$ cat src/rtl/nand_page_reader.sv
`timescale 1ns/1ps
module nand_page_reader #(
  parameter int PAGE_SIZE = 512,
  parameter int ADDR4     = 0,
  parameter int USE_RB    = 1,
  parameter int WAIT_CYC  = 64,
  parameter int MARK_COL  = 5,
  parameter int T_SU      = 1,
  parameter int T_WP      = 2,
  parameter int T_WH      = 2,
  parameter int T_WB      = 4,
  parameter int T_RP      = 2,
  parameter int T_REH     = 2
) (
  input  logic        clk,
  input  logic        rst_n,
  input  logic        req_valid,
  output logic        req_ready,
  input  logic        req_spare,
  input  logic [19:0] req_page,
  output logic        nand_ce_n,
  output logic        nand_cle,
  output logic        nand_ale,
  output logic        nand_we_n,
  output logic        nand_re_n,
  output logic [7:0]  nand_dq_o,
  output logic        nand_dq_oe,
  input  logic [7:0]  nand_dq_i,
  input  logic        nand_rb,
  output logic        out_valid,
  input  logic        out_ready,
  output logic [7:0]  out_data,
  output logic        out_last,
  output logic        done
);

  localparam int LAST_B = (ADDR4 != 0) ? 4 : 3;
  localparam int TSUM   = WAIT_CYC + T_SU + T_WP + T_WH + T_WB + T_RP + T_REH;
  localparam int CW     = $clog2(TSUM + 1);
  localparam int RW     = $clog2(PAGE_SIZE + 1);

  typedef enum logic [2:0] {
    S_IDLE, S_WSU, S_WLO, S_WHI, S_TWB, S_WAIT, S_RLO, S_RHI
  } st_t;

  st_t          st;
  logic [CW-1:0] cnt;
  logic [2:0]    bidx;
  logic          spare_q;
  logic [19:0]   page_q;
  logic [RW-1:0] rem;
  logic [7:0]    wbyte;
  logic          wr_phase;
  logic          tick;

  assign tick     = (cnt == '0);
  assign wr_phase = (st == S_WSU) || (st == S_WLO) || (st == S_WHI);

  always_comb begin
    case (bidx)
      3'd0:    wbyte = spare_q ? 8'h50 : 8'h00;
      3'd1:    wbyte = spare_q ? 8'(MARK_COL) : 8'h00;
      3'd2:    wbyte = page_q[7:0];
      3'd3:    wbyte = page_q[15:8];
      default: wbyte = {4'h0, page_q[19:16]};
    endcase
  end

  assign req_ready  = (st == S_IDLE);
  assign nand_ce_n  = (st == S_IDLE);
  assign nand_cle   = wr_phase && (bidx == 3'd0);
  assign nand_ale   = wr_phase && (bidx != 3'd0);
  assign nand_we_n  = (st != S_WLO);
  assign nand_re_n  = (st != S_RLO);
  assign nand_dq_o  = wbyte;
  assign nand_dq_oe = wr_phase;
  assign out_last   = out_valid && (rem == '0);

  always_ff @(posedge clk or negedge rst_n) begin
    if (!rst_n) begin
      st        <= S_IDLE;
      cnt       <= '0;
      bidx      <= '0;
      spare_q   <= 1'b0;
      page_q    <= '0;
      rem       <= '0;
      out_valid <= 1'b0;
      out_data  <= '0;
      done      <= 1'b0;
    end else begin
      done <= 1'b0;
      if (out_valid && out_ready) out_valid <= 1'b0;
      case (st)
        S_IDLE: if (req_valid) begin
          spare_q <= req_spare;
          page_q  <= req_page;
          bidx    <= '0;
          rem     <= req_spare ? RW'(1) : RW'(PAGE_SIZE);
          cnt     <= CW'(T_SU - 1);
          st      <= S_WSU;
        end
        S_WSU: if (tick) begin
          cnt <= CW'(T_WP - 1);
          st  <= S_WLO;
        end else cnt <= cnt - 1'b1;
        S_WLO: if (tick) begin
          cnt <= CW'(T_WH - 1);
          st  <= S_WHI;
        end else cnt <= cnt - 1'b1;
        S_WHI: if (!tick) cnt <= cnt - 1'b1;
        else if (bidx == 3'(LAST_B)) begin
          cnt <= CW'(T_WB - 1);
          st  <= S_TWB;
        end else begin
          bidx <= bidx + 1'b1;
          cnt  <= CW'(T_SU - 1);
          st   <= S_WSU;
        end
        S_TWB: if (tick) begin
          cnt <= CW'(WAIT_CYC - 1);
          st  <= S_WAIT;
        end else cnt <= cnt - 1'b1;
        S_WAIT: if (USE_RB != 0) begin
          if (nand_rb) begin
            cnt <= CW'(T_RP - 1);
            st  <= S_RLO;
          end
        end else if (tick) begin
          cnt <= CW'(T_RP - 1);
          st  <= S_RLO;
        end else cnt <= cnt - 1'b1;
        S_RLO: if (tick) begin
          out_data  <= nand_dq_i;
          out_valid <= 1'b1;
          rem       <= rem - 1'b1;
          cnt       <= CW'(T_REH - 1);
          st        <= S_RHI;
        end else cnt <= cnt - 1'b1;
        S_RHI: if (out_valid && out_ready && rem == '0) begin
          done <= 1'b1;
          st   <= S_IDLE;
        end else if (!tick) cnt <= cnt - 1'b1;
        else if (rem != '0 && (!out_valid || out_ready)) begin
          cnt <= CW'(T_RP - 1);
          st  <= S_RLO;
        end
        default: st <= S_IDLE;
      endcase
    end
  end

  a_r5_latch_excl: assert property (@(posedge clk) disable iff (!rst_n)
    !(nand_cle && nand_ale));
  a_r5_strobe_excl: assert property (@(posedge clk) disable iff (!rst_n)
    !(!nand_we_n && !nand_re_n));
  a_r10_hold_data: assert property (@(posedge clk) disable iff (!rst_n)
    out_valid && !out_ready |=> out_valid && $stable(out_data));
  a_r10_no_read: assert property (@(posedge clk) disable iff (!rst_n)
    out_valid && !out_ready |=> nand_re_n);
  a_r11_done_pulse: assert property (@(posedge clk) disable iff (!rst_n)
    done |=> !done);
  a_r11_done_cause: assert property (@(posedge clk) disable iff (!rst_n)
    done |-> $past(out_valid && out_ready && out_last) && req_ready);
  a_r12_busy_hold: assert property (@(posedge clk) disable iff (!rst_n)
    !req_ready |=> $stable(page_q) && $stable(spare_q));
  a_r6_rb_ready: assert property (@(posedge clk) disable iff (!rst_n)
    $fell(nand_re_n) && (USE_RB != 0) |-> $past(nand_rb));

endmodule

$ cat config.mk
export PLATFORM = sky130hd
export DESIGN_NAME = nand_page_reader
export DESIGN_NICKNAME = d
export VERILOG_FILES = /design/src/rtl/nand_page_reader.sv
export SDC_FILE = /design/constraint.sdc
export NUM_CORES = 1
export LEC_CHECK = 0
export BUFFER_PORTS_ARGS = -buffer_cell sky130_fd_sc_hd__clkbuf_2
export CELL_PAD_IN_SITES_DETAIL_PLACEMENT = 0
export CELL_PAD_IN_SITES_GLOBAL_PLACEMENT = 1
export CORE_MARGIN = 4
export CORE_UTILIZATION = 40
export DETAILED_ROUTE_END_ITERATION = 12
export GPL_ROUTABILITY_DRIVEN = 0
export GPL_TIMING_DRIVEN = 0
export HOLD_SLACK_MARGIN = 0.03
export PLACE_DENSITY = 0.85
export SYNTH_ARGS = -nofsm -noshare
export SYNTH_HDL_FRONTEND = slang
export SYNTH_SLANG_ARGS = --single-unit
$ cat constraint.sdc
create_clock -name clk -period 5.85 [get_ports clk]
set_input_delay 0.8775 -clock clk [delete_from_list [all_inputs] [get_ports clk]]
set_output_delay 0.8775 -clock clk [all_outputs]
set_load 0.02 [all_outputs]
==> results.json, run 1 <==
{
  "setup_viol": 0,
  "min_period_over_period": 0.571,
  "p_leak_uw": 0.00170,
  "num_vias": 2539,
  "critPathLaunchType": "register",
  "detail-route-antenna-nets": 0,
  "wire_per_inst_um": 13.8,
  "crit_fanout": 10,
  "yosysSeqAreaShare": 0.467,
  "n_antenna_cell": 0,
  "required_ps": 4970,
  "finalClockSkew_ps": 8.78,
  "syn-cell-area_um2": 2890,
  "post_cts_buffers": 0,
  "cap_violations": 0,
  "hpwl_mm": 5.12,
  "vdd_ir_drop_max_mv": 0.126,
  "async_flop_share": 1.00,
  "slew_headroom": 0.553,
  "cp_slowest_cell": "a222oi_1",
  "routed_via_density": 5.08,
  "rsz0062_at_grt": "no",
  "ys.flop_type": "dfrtp_1",
  "htreeDepth": 2,
  "layoutNonFillerInstCount": 500,
  "wirelength_mm": 6.88,
  "grtUsageTotal": 0.173,
  "max_freq_mhz": 299,
  "die_area_um2": 8660,
  "maxSlewViolCount": 0,
  "synthTopCellsByCount": "nand2_1, dfrtp_1, nor2_1",
  "cts_tree": "yes",
  "cp_slowest_stage_delay_ps": 390,
  "grt_max_degree": 31,
  "drive_gt1_frac": 0.196,
  "critPathKind": "reg2out",
  "syn2layout_area_growth_pct": 19.2,
  "detail_route.iter0.violations": 164,
  "min_period_ps": 3340,
  "cts_buffers": 5,
  "clk_pin_slew_ps": 100,
  "seq_area_um2": 1350,
  "place_inst": 492,
  "path_cells": "clkbuf_1, inv_1, ha_1, clkbuf_1, a222oi_1, mux2i_1, clkbuf_2",
  "clk_path_buf_depth": 2,
  "portBuffers": 59,
  "synth_area_per_cell_um2": 8.61,
  "first_pass_iters": 4,
  "first_global_vias": 2534,
  "status": "finished, final reports clean",
  "grt-ovfl-total": 0,
  "yosysMostFrequentCell": "nand2_1",
  "crit_buf_inv": 4,
  "hold_viol": 0,
  "end_kind": "output pin",
  "syn_nets": 379,
  "initial_core_util": 0.419,
  "yosys_warnings": 0,
  "synth_top_area_cell": "dfrtp_1",
  "num_io_pins": 60,
  "multi_input_area_um2": 1420,
  "die_x_um": 93.1,
  "total_power_uw": 1200,
  "arrival_ps": 2460,
  "grt_pass1_wl_mm": 12.2,
  "tightest_slew_ps": 670,
  "synth.area.top_cells": "dfrtp_1, nand2_1, ha_1",
  "yosysTopAreaCellShare": 0.467,
  "core_area_um2": 6910,
  "final_nets": 446,
  "drc": 0,
  "cts_resized": 0,
  "hold_class": "reg2reg",
  "antenna_found_initial": 0,
  "clk-insertion-delay-late_ps": 320,
  "row_count": 30,
  "fp.dieH_um": 93.1,
  "synth_cell_type_count": 51,
  "synthesis.instances": 336,
  "setup_tns_ps": 0,
  "pwr_density_cell_nw_per_um2": 348,
  "ys_ff_latch": 54,
  "cts_sinks": 54,
  "nFillCells": 712,
  "postCtsHoldBufs": 0,
  "cpLargestDelayFamily": "buffers and inverters",
  "synth_edf_count": 0,
  "timing.critical_path.mode_cell": "clkbuf_1",
  "cts_root_buf": "clkbuf_8"
}
-- stage by stage --
step	setup WS, ps	util	cell area (µm²)	hold slack [ps]
final	2510	0.500	3450	486
after global routing	2200	0.500	3450	500
after CTS	2460	0.500	3450	492
after detailed placement	2830	0.482	3330	465
after global placement	2860	0.479	3310	459
after floorplan	3250	-	2890	445
-- layer usage --
metal / wire length (µm) / track usage
met5: 0 / 0
met4: 22 / 0.0269
met3: 430 / 0.0442
met2: 3110 / 0.272
met1: 3310 / 0.247
-- area by class of cell --
type,instances,share of cell area
clock buffers,6,0.0239
multi-input cells,250,0.410
flip-flops and latches,54,0.392
plain buffers,18,0.0214
inverters,14,0.0152
clock inverters,2,0.0112
repair buffers,60,0.0914
well taps,96,0.0348
-- sequential cells by signal (all words and copies together), names as in the netlist --
register,cells
out_valid,1
rem,10
bidx,3
spare_q,1
cnt,7
st,3
out_data,8
page_q,20
done,1
-- logic make-up after synthesis --
group,count (synthesis),synth area share
AOI/OAI and AO/OA,57,0.137
xor gates and xnor gates,9,0.0272
adders and majority gates,9,0.0389
buffers and inverters,32,0.0437
DFF,54,0.467
muxes,7,0.0259
and+or+nand+nor,168,0.260
-- final timing paths --
path | from | to | slack [ps] | cells after the start
min | out_data[5]$_DFFE_PN0P_ | out_data[5]$_DFFE_PN0P_ | 490 | 2
min reg2reg | out_data[5]$_DFFE_PN0P_ | out_data[5]$_DFFE_PN0P_ | 490 | 2
min in group asynchronous | rst_n | out_data[3]$_DFFE_PN0P_ | 580 | 1
max | bidx[2]$_DFFE_PN0P_ | nand_dq_o[0] | 2510 | 7
max in group asynchronous | rst_n | cnt[1]$_DFFE_PN0P_ | 4670 | 2
max reg2reg | cnt[0]$_DFFE_PN0P_ | bidx[2]$_DFFE_PN0P_ | 3460 | 7
-- where the power goes --
| part | leakage, µW | switching, µW | internal, µW |
|---|---|---|---|
| clock network | 0.0000618 | 130 | 141 |
| registers | 0.000645 | 62.0 | 443 |
| logic | 0.000995 | 253 | 173 |
-- worst min-delay path, delay by kind of cell (launching register included) --
kind | cells | cell delay, ps
AND/OR/NAND/NOR | 2 | 110
flip-flops | 1 | 350
-- cell usage in the layout (no fill, tap or decap), types with 6 or more instances in the layout --
cell,count
a21oi_1,11
a22oi_1,6
clkbuf_1,14
clkbuf_2,59
clkbuf_8,6
dfrtp_1,54
ha_1,9
inv_1,14
nand2_1,98
nor2_1,27
nor3_1,9
o21ai_0,14
xnor2_1,7
(Power assumes the default switching activity.)
==> run 2: changes to the inputs <==
CORE_UTILIZATION = 37   (was 40)
PLACE_DENSITY = 0.83   (was 0.85)
clock period = 3.05 ns   (was 5.85 ns; I/O delays follow)
==> run 2 against run 1 <==
Effect of this change:
- die area grew 7.4%
- global-route usage shrank 1.1 points
- count of clock-buffer cells in the layout is the same
- clock power grew 80%
- combinational power grew 89%
- first-iteration DRC count shrank 34%
- clock skew shrank 6.2 ps
- routed wire length grew 1.7%
- setup slack lost 2200 ps
- critical path type unchanged
- largest cell class unchanged
- highest routed layer unchanged
==> results.json, run 2 (synthesized netlist as in run 1, its figures left out) <==
{
  "rsz0062_at_grt": "no",
  "cts_root_buf": "clkbuf_8",
  "hold_class": "in2async",
  "fp.dieH_um": 96.4,
  "r2r-start": "cnt[0]$_DFFE_PN0P_",
  "num_io_pins": 60,
  "syn2layout_area_growth_pct": 18.9,
  "htreeDepth": 2,
  "die_area_um2": 9300,
  "initial_core_util": 0.391,
  "dp_slack_ps": 473,
  "first_pass_iters": 4,
  "grt_pass1_wl_mm": 11.7,
  "status": "finished, final reports clean",
  "p_leak_uw": 0.00169,
  "routed_via_density": 4.96,
  "slew_headroom": 0.591,
  "n_antenna_cell": 0,
  "cts_resized": 0,
  "first_global_vias": 2432,
  "final_common_cell": "nand2_1",
  "timing.rr.end": "bidx[0]$_DFFE_PN0P_",
  "required_ps": 2590,
  "r2r_slack_ps": 660,
  "clk_pin_slew_ps": 100,
  "min_period_over_period": 0.901,
  "postCtsHoldBufs": 0,
  "die_x_um": 96.4,
  "pwr_density_cell_nw_per_um2": 659,
  "num_vias": 2489,
  "placed_cell_area_um2": 3310,
  "finalClockSkew_ps": 2.57,
  "end_kind": "output pin",
  "clk-insertion-delay-late_ps": 310,
  "grtUsageTotal": 0.163,
  "crit_fanout": 11,
  "hpwl_mm": 5.11,
  "largest-register": "page_q",
  "vdd_ir_drop_max_mv": 0.217,
  "setup_viol": 0,
  "setup.worst_path.end": "nand_dq_o[0]",
  "cts_tree": "yes",
  "core_area_um2": 7410,
  "maxSlewViolCount": 0,
  "arrival_ps": 2290,
  "critPathLaunchType": "register",
  "detail_route.iter0.violations": 108,
  "rr_worst_depth": 7,
  "critPathKind": "reg2out",
  "drc": 0,
  "fin_ws_ps": 302,
  "post_cts_buffers": 0,
  "wirelength_mm": 6.99,
  "nFillCells": 751,
  "layoutNonFillerInstCount": 502,
  "portBuffers": 59,
  "grt-ovfl-total": 0,
  "min_period_ps": 2750,
  "seq_area_um2": 1350,
  "row_count": 31,
  "tightest_slew_ps": 611,
  "cts_sinks": 54,
  "wire_per_inst_um": 13.9,
  "setup_tns_ps": 0,
  "antenna_found_initial": 0,
  "drive_gt1_frac": 0.194,
  "total_power_uw": 2270,
  "hold_viol": 0,
  "reg.largest.list": "page_q x20, rem x10, out_data x8",
  "multi_input_area_um2": 1420,
  "final_nets": 445,
  "fin_area_um2": 3440,
  "crit_path_start": "bidx[2]$_DFFE_PN0P_",
  "place_inst": 494,
  "cts_buffers": 5,
  "cap_violations": 0,
  "max_freq_mhz": 364,
  "largest_register_ffs": 20,
  "detail-route-antenna-nets": 0,
  "grt_max_degree": 55,
  "final_cell_mix": "nand2_1, clkbuf_2, dfrtp_1",
  "clk_path_buf_depth": 2
}
[run 2: cell count changes in the layout (fill, tap and decap cells not counted)]
cell	delta
clkinvlp_4	+1
clkbuf_8	-1
buf_2	+1
clkbuf_2	-1
inv_6	-1
[run 2: worst min-delay path by stage]
stage / start / endpoint / slack [ps] / cells past startpoint
2_1_floorplan: rst_n / bidx[0]$_DFFE_PN0P_ / 160 / 0
3_3_place_gp: page_q[11]$_DFFE_PN0P_ / page_q[11]$_DFFE_PN0P_ / 460 / 2
3_5_place_dp: out_data[6]$_DFFE_PN0P_ / out_data[6]$_DFFE_PN0P_ / 460 / 2
4_1_cts: req_page[12] / page_q[12]$_DFFE_PN0P_ / 310 / 3
5_1_grt: rst_n / rem[7]$_DFFE_PN0P_ / 40 / 1
6_report: rst_n / rem[7]$_DFFE_PN0P_ / 30 / 1
[run 2: power by group]
part           switching [µW]  internal, µW  total, µW  leakage [µW]
registers                 124           849        973      0.000645
logic                     476           331        807      0.000994
clock network             243           245        488     0.0000514
total                     842          1420       2270       0.00169
[run 2: routing by layer]
| layer | vias up | wire, µm | GRT usage |
|---|---|---|---|
| met2 | 53 | 3150 | 0.256 |
| met5 | - | 0 | 0 |
| met4 | 0 | 97 | 0.0502 |
| met1 | 1157 | 3430 | 0.225 |
| met3 | 9 | 312 | 0.0356 |
| li1 | 1270 | - | - |
[run 2: final cells by class]
cell class                      count  share of cell area
Multi-Input combinational cell    250               0.412
Sequential cell                    54               0.393
Timing Repair Buffer               60              0.0917
Tap cell                           99              0.0360
Clock buffer                        6              0.0211
Buffer                             17              0.0204
Inverter                           14              0.0153
Clock inverter                      2              0.0109
[run 2: critical path: stages, from the launching register on]
cell and delay (ps):
dfrtp_1 550, inv_1 170, ha_1 250, clkbuf_1 270, a222oi_1 400, mux2i_1 150, clkbuf_2 180
[run 2: per-stage QoR]
step | utilization | hold WS [ps]
floorplan | - | 162
global placement | 0.447 | 459
detailed placement | 0.447 | 463
CTS | 0.462 | 310
global route | 0.464 | 38.8
finish | 0.464 | 31.7
==> run 3: changes to the inputs <==
ABC_AREA = 1   (was default)
CORE_UTILIZATION = 36   (was 37)
==> run 3 against run 2 <==
Effect of this change:
- via count rose by 11%
- final cell count up 16%
- sequential power grew 20%
- non-clock buffer count is 7 lower
- synthesized cell count up 22%
- clock skew increased by 7.6 ps
- area after synthesis rose by 7.5%
- combinational power is 130% higher
==> results.json, run 3 <==
{
  "status": "finished, final reports clean",
  "wirelength_mm": 7.39,
  "synth_area_per_cell_um2": 7.61,
  "yosysSeqAreaShare": 0.434,
  "hold_class": "in2async",
  "total_power_uw": 3500,
  "r2r_slack_ps": 1170,
  "cts_tree": "yes",
  "syn_nets": 452,
  "yosysTopAreaCellShare": 0.434,
  "syn-cell-area_um2": 3110,
  "grtUsageTotal": 0.153,
  "min_period_over_period": 0.850,
  "arrival_ps": 2140,
  "yosys_warnings": 0,
  "synth.area.top_cells": "dfrtp_1, nand2_1, nand3_1",
  "p_leak_uw": 0.00206,
  "ys_ff_latch": 54,
  "largest-register": "page_q",
  "critPathKind": "reg2out",
  "synth_top_area_cell": "dfrtp_1",
  "crit_fanout": 10,
  "ys.flop_type": "dfrtp_1",
  "reg.largest.list": "page_q x20, rem x10, out_data x8",
  "syn2layout_area_growth_pct": 16.9,
  "die_x_um": 101,
  "drive_gt1_frac": 0.229,
  "grt_max_degree": 55,
  "min_period_ps": 2590,
  "busiest_layer": "met2",
  "core_area_um2": 8300,
  "antenna_found_initial": 0,
  "hold_viol": 0,
  "final_cell_mix": "nand2_1, clkbuf_2, dfrtp_1",
  "num_vias": 2764,
  "wire_per_inst_um": 12.7,
  "detail-route-antenna-nets": 0,
  "clk_path_buf_depth": 2,
  "finalClockSkew_ps": 10.2,
  "rr_worst_depth": 7,
  "num_io_pins": 60,
  "cts_resized": 0,
  "synthesis.instances": 409,
  "cap_violations": 0,
  "portBuffers": 59,
  "final_common_cell": "nand2_1",
  "grt_pass1_wl_mm": 12.4,
  "r2r-start": "bidx[2]$_DFFE_PN0P_",
  "first_global_vias": 2666,
  "postCtsHoldBufs": 0,
  "grt-ovfl-total": 0,
  "tightest_slew_ps": 752,
  "vdd_ir_drop_max_mv": 0.376,
  "fin_area_um2": 3630,
  "clk-insertion-delay-late_ps": 320,
  "use_met2": 0.245,
  "synthTopCellsByCount": "nand2_1, dfrtp_1, inv_1, nor2_1, nand3_1",
  "die_area_um2": 10200,
  "hpwl_mm": 5.68,
  "grtUsageMet3": 0.0346,
  "final_nets": 518,
  "slew_headroom": 0.498,
  "hold-worst-slack_ps": 218,
  "maxSlewViolCount": 0,
  "rsz0062_at_grt": "no",
  "async_flop_share": 1.00,
  "synth_cell_type_count": 35,
  "cts_sinks": 54,
  "end_kind": "output pin",
  "timing.rr.end": "cnt[1]$_DFFE_PN0P_",
  "cts_buffers": 5,
  "pwr_density_cell_nw_per_um2": 963,
  "placed_cell_area_um2": 3540,
  "htreeDepth": 2,
  "clk_pin_slew_ps": 110,
  "grt.met1_usage": 0.212,
  "fp.dieH_um": 101,
  "cts_root_buf": "clkbuf_8",
  "n_antenna_cell": 0,
  "detail_route.iter0.violations": 154,
  "synth_edf_count": 0,
  "critPathLaunchType": "register",
  "row_count": 33,
  "required_ps": 2590,
  "initial_core_util": 0.375,
  "post_cts_buffers": 0,
  "largest_register_ffs": 20,
  "routed_via_density": 4.76,
  "setup_viol": 0,
  "first_pass_iters": 4,
  "drc": 0,
  "max_freq_mhz": 386,
  "nFillCells": 857,
  "setup_tns_ps": 0,
  "yosysMostFrequentCell": "nand2_1"
}
run 3: cells by family (layout without fill, tap and decap cells):
group                      after synthesis  in the layout  share of synthesized area
and+or+nand+nor                        243            243                      0.341
buffers and inverters                   56            123                     0.0768
DFF                                     54             54                      0.434
AOI/OAI and AO/OA                       38             38                     0.0740
adders and majority gates                9              9                     0.0362
muxes                                    8              8                     0.0350
xor gates and xnor gates                 1              1                    0.00282
run 3: metal layers:
metal  vias to the layer above  wire length, µm
met3                         5              457
met2                        71             3340
li1                       1428                -
met5                         -                0
met4                         0               50
met1                      1260             3550
run 3: layout make-up:
| cell class | instances | area [µm²] | share of cell area |
|---|---|---|---|
| clock inverter | 3 | 26.3 | 0.00723 |
| multi-input combinational | 299 | 1520 | 0.418 |
| inverter | 45 | 169 | 0.0465 |
| sequential | 54 | 1350 | 0.372 |
| clock buffer | 5 | 68.8 | 0.0189 |
| timing repair buffer | 59 | 298 | 0.0819 |
| tap | 105 | 131 | 0.0361 |
| buffer | 11 | 70.1 | 0.0193 |
run 3: power breakdown:
part | internal (µW) | total, µW | switching [µW]
sequential | 986 | 1170 | 181
clock | 172 | 445 | 274
combinational | 649 | 1890 | 1240
run 3: worst max-delay path, stage by stage, from the launching register on:
cell	delay [ps]
dfrtp_1	470
inv_2	190
ha_1	190
clkbuf_1	430
a221oi_1	190
nor2_1	150
clkbuf_2	200
run 3: worst max-delay path by stage:
stage / depth (start not counted) / slack, ps / start / endpoint
floorplan: 5 / 1140 / bidx[2]$_DFFE_PN0P_ / nand_dq_o[6]
global placement: 6 / 830 / bidx[2]$_DFFE_PN0P_ / nand_dq_o[3]
detailed placement: 6 / 830 / bidx[2]$_DFFE_PN0P_ / nand_dq_o[6]
CTS: 6 / 460 / bidx[2]$_DFFE_PN0P_ / nand_dq_o[6]
global route: 6 / 260 / bidx[2]$_DFFE_PN0P_ / nand_dq_o[3]
finish: 6 / 460 / bidx[2]$_DFFE_PN0P_ / nand_dq_o[1]
run 3: through the flow:
stage                     setup slack [ps]  utilization  instances
after floorplan                       1140            -        409
after global routing                   257        0.438        581
after CTS                              458        0.438        581
final                                  457        0.438        581
after detailed placement               827        0.427        573
after global placement                 830        0.426        573
